$ cat src/rtl/bss_pkg.sv
package bss_pkg;

  typedef enum logic [1:0] {
    S_IDLE,
    S_CAP,
    S_READ,
    S_DONE
  } seqState_t;

  // control -> datapath
  typedef struct packed {
    logic clr;     // hold all counters at zero
    logic capRun;  // capture phase: interval timer paced by CAP_IVL
    logic rdRun;   // readout phase: interval timer paced by RD_IVL
  } seqCtl_t;

  // datapath -> control
  typedef struct packed {
    logic capLast; // final capture interval is ending this cycle
    logic rdLast;  // final readout slot is ending this cycle
  } seqSts_t;

endpackage

$ cat src/rtl/bss_ctrl.sv
module bss_ctrl
  import bss_pkg::*;
(
  input  logic    clk,
  input  logic    rst_n,
  input  logic    trainStart,
  input  seqSts_t sts,
  output seqCtl_t ctl,
  output logic    photoGate,
  output logic    done,
  output logic    trainErr
);

  seqState_t state, stateNxt;

  always_comb begin
    stateNxt = state;
    unique case (state)
      S_IDLE: if (trainStart)  stateNxt = S_CAP;
      S_CAP:  if (sts.capLast) stateNxt = S_READ;
      S_READ: if (sts.rdLast)  stateNxt = S_DONE;
      S_DONE:                  stateNxt = S_IDLE;
      default:                 stateNxt = S_IDLE;
    endcase
  end

  always_ff @(posedge clk or negedge rst_n) begin
    if (!rst_n) begin
      state    <= S_IDLE;
      trainErr <= 1'b0;
    end else begin
      state <= stateNxt;
      if (trainStart) begin
        if (state == S_IDLE)
          trainErr <= 1'b0;
        else if (state == S_READ || state == S_DONE)
          trainErr <= 1'b1;
      end
    end
  end

  always_comb begin
    ctl.clr    = (state == S_IDLE);
    ctl.capRun = (state == S_CAP);
    ctl.rdRun  = (state == S_READ);
  end

  assign photoGate = (state == S_CAP);
  assign done      = (state == S_DONE);

endmodule

$ cat src/rtl/bss_dp.sv
module bss_dp
  import bss_pkg::*;
#(
  parameter int ROWS     = 16,
  parameter int DEPTH    = 20,
  parameter int CAPTURES = 20,
  parameter int CAP_IVL  = 10000,
  parameter int RD_IVL   = 200
) (
  input  logic            clk,
  input  logic            rst_n,
  input  seqCtl_t         ctl,
  output seqSts_t         sts,
  output logic            xferPulse,
  output logic [ROWS-1:0] rowSel,
  output logic            rstPulse,
  output logic            refStrobe,
  output logic            shiftPulse,
  output logic            sigStrobe
);

  localparam int MAXIVL = (CAP_IVL > RD_IVL) ? CAP_IVL : RD_IVL;
  localparam int TW = $clog2(MAXIVL + 1);
  localparam int CW = $clog2(CAPTURES + 1);
  localparam int SW = $clog2(DEPTH + 1);
  localparam int RW = (ROWS > 1) ? $clog2(ROWS) : 1;
  localparam logic [TW-1:0] CAP_END  = TW'(CAP_IVL - 1);
  localparam logic [TW-1:0] RD_END   = TW'(RD_IVL - 1);
  localparam logic [CW-1:0] CAP_LAST = CW'(CAPTURES - 1);
  localparam logic [SW-1:0] SMP_LAST = SW'(DEPTH - 1);
  localparam logic [RW-1:0] ROW_LAST = RW'(ROWS - 1);

  logic [TW-1:0] timer;
  logic [CW-1:0] capCnt;
  logic [1:0]    phase;
  logic [SW-1:0] smp;
  logic [RW-1:0] row;
  logic          tmrEnd, tmrZero, slotWrap;

  assign tmrEnd = ctl.capRun ? (timer == CAP_END) : (timer == RD_END);
  assign tmrZero = (timer == '0);
  assign slotWrap = ctl.rdRun && tmrEnd;

  always_ff @(posedge clk or negedge rst_n) begin
    if (!rst_n) begin
      timer  <= '0;
      capCnt <= '0;
      phase  <= '0;
      smp    <= '0;
      row    <= '0;
    end else if (ctl.clr) begin
      timer  <= '0;
      capCnt <= '0;
      phase  <= '0;
      smp    <= '0;
      row    <= '0;
    end else begin
      if (ctl.capRun || ctl.rdRun)
        timer <= tmrEnd ? '0 : timer + 1'b1;
      if (ctl.capRun && tmrEnd)
        capCnt <= capCnt + 1'b1;
      if (slotWrap) begin
        phase <= phase + 1'b1;
        if (phase == 2'd3) begin
          if (smp == SMP_LAST) begin
            smp <= '0;
            row <= row + 1'b1;
          end else begin
            smp <= smp + 1'b1;
          end
        end
      end
    end
  end

  assign sts.capLast = ctl.capRun && tmrEnd && (capCnt == CAP_LAST);
  assign sts.rdLast  = slotWrap && (phase == 2'd3) && (smp == SMP_LAST) && (row == ROW_LAST);

  assign xferPulse  = ctl.capRun && tmrEnd;
  assign rstPulse   = ctl.rdRun && tmrZero && (phase == 2'd0);
  assign refStrobe  = ctl.rdRun && tmrZero && (phase == 2'd1);
  assign shiftPulse = ctl.rdRun && tmrZero && (phase == 2'd2);
  assign sigStrobe  = ctl.rdRun && tmrZero && (phase == 2'd3);

  for (genvar g = 0; g < ROWS; g++) begin : g_rowDec
    assign rowSel[g] = ctl.rdRun && (row == RW'(g));
  end

endmodule

$ cat src/rtl/burst_store_seq.sv
module burst_store_seq #(
  parameter int ROWS     = 16,
  parameter int DEPTH    = 20,
  parameter int CAPTURES = 20,
  parameter int CAP_IVL  = 10000,
  parameter int RD_IVL   = 200
) (
  input  logic            clk,
  input  logic            rst_n,
  input  logic            trainStart,
  output logic            photoGate,
  output logic            xferPulse,
  output logic [ROWS-1:0] rowSel,
  output logic            rstPulse,
  output logic            refStrobe,
  output logic            shiftPulse,
  output logic            sigStrobe,
  output logic            done,
  output logic            trainErr
);

  bss_pkg::seqCtl_t ctl;
  bss_pkg::seqSts_t sts;

  bss_ctrl u_ctrl (
    .clk        (clk),
    .rst_n      (rst_n),
    .trainStart (trainStart),
    .sts        (sts),
    .ctl        (ctl),
    .photoGate  (photoGate),
    .done       (done),
    .trainErr   (trainErr)
  );

  bss_dp #(
    .ROWS     (ROWS),
    .DEPTH    (DEPTH),
    .CAPTURES (CAPTURES),
    .CAP_IVL  (CAP_IVL),
    .RD_IVL   (RD_IVL)
  ) u_dp (
    .clk        (clk),
    .rst_n      (rst_n),
    .ctl        (ctl),
    .sts        (sts),
    .xferPulse  (xferPulse),
    .rowSel     (rowSel),
    .rstPulse   (rstPulse),
    .refStrobe  (refStrobe),
    .shiftPulse (shiftPulse),
    .sigStrobe  (sigStrobe)
  );

endmodule

$ cat config.mk
export PLATFORM = sky130hd
export DESIGN_NAME = burst_store_seq
export DESIGN_NICKNAME = d
export VERILOG_FILES = /design/src/rtl/bss_pkg.sv /design/src/rtl/bss_ctrl.sv /design/src/rtl/bss_dp.sv /design/src/rtl/burst_store_seq.sv
export SDC_FILE = /design/constraint.sdc
export NUM_CORES = 1
export LEC_CHECK = 0
export BUFFER_PORTS_ARGS = -buffer_cell sky130_fd_sc_hd__buf_2
export CAP_MARGIN = 30
export CORE_ASPECT_RATIO = 1.5
export CORE_UTILIZATION = 35
export DETAILED_ROUTE_END_ITERATION = 8
export PLACE_DENSITY = 0.6
export SLEW_MARGIN = 25
export SYNTH_ARGS = -nofsm -noshare
export SYNTH_HDL_FRONTEND = slang
export SYNTH_HIERARCHICAL = 1
export SYNTH_SLANG_ARGS = --single-unit
$ cat constraint.sdc
create_clock -name clk -period 3.1 [get_ports clk]
set_input_delay 0.155 -clock clk [delete_from_list [all_inputs] [get_ports clk]]
set_output_delay 0.155 -clock clk [all_outputs]
set_load 0.01 [all_outputs]
### Word level (Yosys, flattened, before mapping)

Index checks and enable logic that the tools add are counted.
Widths: inputs -> output; s select.

* register bits after elaboration: 33
* bits of input ports: 3
* output and inout bits: 24
* logic and storage cells: 105

* add/sub/neg operators: 5
* equality and inequality tests: 28
* multiplexer cells: 22
* reductions and logical operators: 43

Operator list (number)
* $mux 14: 3
* $eq 4x4->1 const B: 8
* $mux 5: 6
* $logic_and 1x1->1: 27
* $eq 4x3->1 const B: 4
* $mux 4: 4
* $add 14x1->14 const B: 1
* $eq 14x14->1 const B: 1
* $eq 14x8->1 const B: 1
* $logic_not 14->1: 1
* $reduce_bool 2->1: 6
* $add 5x1->5 const B: 2
* $eq 5x5->1 const B: 2
* $mux 2: 5
* $eq 2x2->1 const B: 4
* $eq 4x2->1 const B: 2
* $pmux 2 s4: 1
* $reduce_and 3->1: 2
* $add 4x1->4 const B: 1
* $eq 2x1->1 const B: 2
* $eq 4x1->1 const B: 1
* $logic_not 2->1: 2
* $logic_not 4->1: 1
* $ne 2x2->1 const B: 2
* other kinds (5): 9

### Longest topological paths before layout

* word-level depth: 8
* depth in mapped cells: 11
* gate-level depth less buffers: 9

### Cells and area by module

The synthesis kept the hierarchy.

By module, submodules not included
* bss_dp: times used 1, cells each 219, area an instance 1943.1 um2, seq. area each 750.7 um2
* bss_ctrl: times used 1, cells each 19, area an instance 198.9 um2, seq. area each 75.1 um2

### Least setup slack after synthesis

OpenSTA, ideal clock, no wires.

* path type: register -> register
* from: reg u_ctrl.state[1]
* to: reg u_ctrl.state[1]
* library setup time: 125 ps
* data arrival time: 2669 ps
* data required time: 2975 ps
* path slack: 306 ps
* cell stages (with the launch flop): 12
* buffers on the path: 2
* clock period less this slack: 2794 ps
* cell sequence: dfrtp_1 -> inv_1 -> ha_1 -> buf_4 -> buf_2 -> nor3b_2 -> o2111ai_4 -> nor3_1 -> and3_1 -> inv_1 -> a222oi_1 -> mux2_2

RTL lines
* from (decl): RTL line bss_ctrl.sv:14 `seqState_t state, stateNxt;`
* from (signal assigned): RTL line bss_ctrl.sv:32 `state <= stateNxt;`

==> impl_metrics.json <==
{
  "outcome": "finished clean",
  "slew_violations": 0,
  "start_util": 0.3649,
  "total_power_mw": 0.7580,
  "port-buffer-count": 26,
  "rrSetupSlack_ns": 0.46,
  "routed_via_density": 5.237,
  "cts_resized": 0,
  "hold_depth": 3,
  "r2r_cells": 9,
  "cts-buffers-inserted": 5,
  "clock-sinks": 33,
  "cap_viol_max_count": 0,
  "p_per_area_mw_per_mm2": 308.3,
  "drc": 0,
  "final_common_cell": "dfrtp_1",
  "grt_start_max_net_pins": 34,
  "dp_hpwl_um": 3570,
  "drt_wl_total_um": 4714,
  "hold_ws_ns": 0.1770,
  "cts.reportedPaths.clkPinSlew_ns": 0.07,
  "slew-limit-headroom": 0.4863,
  "final-setup-viol-count": 0,
  "htreeDepth": 2,
  "synth_cell_types": 40,
  "fin_nets": 288,
  "skew_ns": 0.004932,
  "antenna_left": 0,
  "grt_pass1_vias": 1739,
  "yosys_warnings": 6,
  "path_max_fanout": 8,
  "firstDrtPassIters": 4,
  "root_buffer": "clkbuf_8",
  "grt_pass1_wl_um": 7969,
  "finalCritPeriodShare": 0.8502,
  "r2r-end": "u_ctrl/state[1]",
  "fillers": 625,
  "diodes": 0,
  "hold_class": "in2reg",
  "pre_cts_ws_ns": 0.4631,
  "syn_avg_cell_area_um2": 9.000,
  "avgRoutedWirePerCell_um": 13.78,
  "postCtsSetupRepairBufs": 0,
  "cts_tree": "yes",
  "synth_seq_area_share": 0.3855,
  "drt_iter0_markers": 67,
  "fmax_mhz": 379.4,
  "synth_area_mm2": 0.002142,
  "hold_viol": 0,
  "final_cell_mix": "dfrtp_1 (33), buf_2 (26), nor2_1 (26)",
  "grt_usage": 0.1610,
  "peakVddDrop_mv": 0.1599,
  "insertion_delay_ns": 0.29,
  "core_mm2": 0.005871,
  "dieWidth_um": 65.88,
  "cp.required_ns": 3.28,
  "synth_cells": 238,
  "overflow": 0,
  "rows": 34,
  "hold_end": "u_ctrl/trainErr",
  "tns_ns": 0,
  "r2r_start": "u_ctrl/state[1]",
  "startpoint_type": "flip-flop",
  "leakage_nw": 1.180,
  "worstPathArrival_ns": 2.81,
  "place.gp.congestion": 0.7688,
  "syn_nets": 257,
  "vias": 1791,
  "rsz0062_at_grt": "false",
  "worst_pin_slew_ns": 0.7635,
  "worstHoldStart": "trainStart",
  "io_pins": 27,
  "layout-drive-gt1-share": 0.1630,
  "worstSetupPathType": "reg2reg",
  "finalWorstSetupSlack_ns": 0.4642,
  "min_period_ns": 2.636,
  "antenna_found_initial": 0,
  "die_h_um": 97.82,
  "clk_path_buf_depth": 2,
  "die_area_mm2": 0.006444,
  "endpoint_kind": "flip-flop",
  "area_delta_synth_final_pct": 14.78,
  "synth_seq_cells": 33
}
==> kinds of logic (layout without fill, tap and decap cells) <==
kind of cell,Yosys count,in the layout,synth area share
xor gates and xnor gates,14,14,0.05724
buffers and inverters,23,55,0.04381
adders and majority gates,16,16,0.09346
AOI/OAI and AO/OA,31,31,0.1005
and+or+nand+nor,115,115,0.2909
DFF,33,33,0.3855
muxes,6,6,0.02862
==> cell usage after synthesis, drive strengths merged <==
library cell / instances / area share
a21o: 2 / 0.0070
a21oi: 6 / 0.014
a222oi: 1 / 0.0047
a22oi: 1 / 0.0035
a2bb2oi: 1 / 0.0041
a311oi: 1 / 0.0041
a31oi: 3 / 0.0088
and2: 20 / 0.058
and3: 5 / 0.015
and3b: 1 / 0.0041
and4: 2 / 0.0082
buf: 4 / 0.011
clkbuf: 5 / 0.0088
dfrtp: 33 / 0.39
ha: 16 / 0.093
inv: 14 / 0.025
mux2: 1 / 0.0053
mux2i: 5 / 0.023
nand2: 16 / 0.028
nand3: 15 / 0.035
nand4: 3 / 0.0088
nor2: 26 / 0.046
nor2b: 1 / 0.0029
nor3: 8 / 0.019
nor3b: 2 / 0.0093
nor4: 6 / 0.025
nor4bb: 1 / 0.0047
o2111a: 1 / 0.0053
o2111ai: 1 / 0.012
o21ai: 11 / 0.026
o2bb2ai: 1 / 0.0041
o31ai: 2 / 0.0070
or2: 1 / 0.0029
or3: 5 / 0.015
or4: 3 / 0.011
xnor2: 8 / 0.033
xor2: 6 / 0.025
==> worst max-delay path, stage by stage, from the launching register on <==
cell,delay [ns]
dfrtp_1,0.42
inv_1,0.09
ha_1,0.16
nor3b_2,0.28
o2111ai_4,0.19
nor3_1,0.31
and3_1,0.20
inv_1,0.05
a222oi_1,0.44
mux2_2,0.39
==> state kept, by name (all words and copies together), names as in the netlist <==
| name | cells |
|---|---|
| u_ctrl/trainErr | 1 |
| u_dp/smp | 5 |
| u_ctrl/state | 2 |
| u_dp/timer | 14 |
| u_dp/phase | 2 |
| u_dp/capCnt | 5 |
| u_dp/row | 4 |
==> through the flow <==
step / util / cells / instance area, um^2
3_3_place_gp: 0.4030 / 333 / 2366
2_1_floorplan: - / 238 / 2142
3_5_place_dp: 0.4030 / 333 / 2366
6_report: 0.4188 / 342 / 2459
5_1_grt: 0.4188 / 342 / 2459
4_1_cts: 0.4188 / 342 / 2459
==> timing repair <==
action                                  CTS  global route
hold buffers                              1             0
endpoints found under the hold margin    33             0
endpoints found under the setup margin    0             0
==> cell type report <==
type | count | area, um^2 | share of cell area
multi-input cells | 182 | 1222 | 0.4972
flip-flops and latches | 33 | 825.8 | 0.3359
repair buffers | 33 | 185.2 | 0.07532
well taps | 72 | 90.09 | 0.03664
clock buffers | 6 | 72.57 | 0.02952
inverters | 14 | 52.55 | 0.02137
clock inverters | 2 | 10.01 | 0.004071
==> per-layer routing <==
layer  routed length (um)  vias to the layer above  global-route usage
met4                  105                        0             0.06689
met5                    0                        -                   0
li1                     -                      888                   -
met3                  132                        8             0.02804
met2                 2581                       33              0.2998
met1                 1895                      862              0.1703
==> how the worst max path moves through the flow <==
stage / from / to / slack [ns]
after floorplan: u_ctrl/state[1] / u_ctrl/state[1] / 0.31
after global placement: u_ctrl/state[1] / u_ctrl/state[1] / 0.53
after detailed placement: u_ctrl/state[1] / u_ctrl/state[1] / 0.46
after CTS: u_ctrl/state[1] / u_ctrl/state[1] / 0.45
after global routing: u_ctrl/state[1] / u_ctrl/state[1] / 0.26
final: u_ctrl/state[1] / u_ctrl/state[1] / 0.46
==> power breakdown <==
group / leakage, nW / internal, mW / switching, mW
Sequential: 0.439 / 0.431 / 0.000278
Clock: 0.0450 / 0.155 / 0.158
Combinational: 0.696 / 0.00256 / 0.0102
Total: 1.18 / 0.589 / 0.169
(Power assumes the default switching activity.)
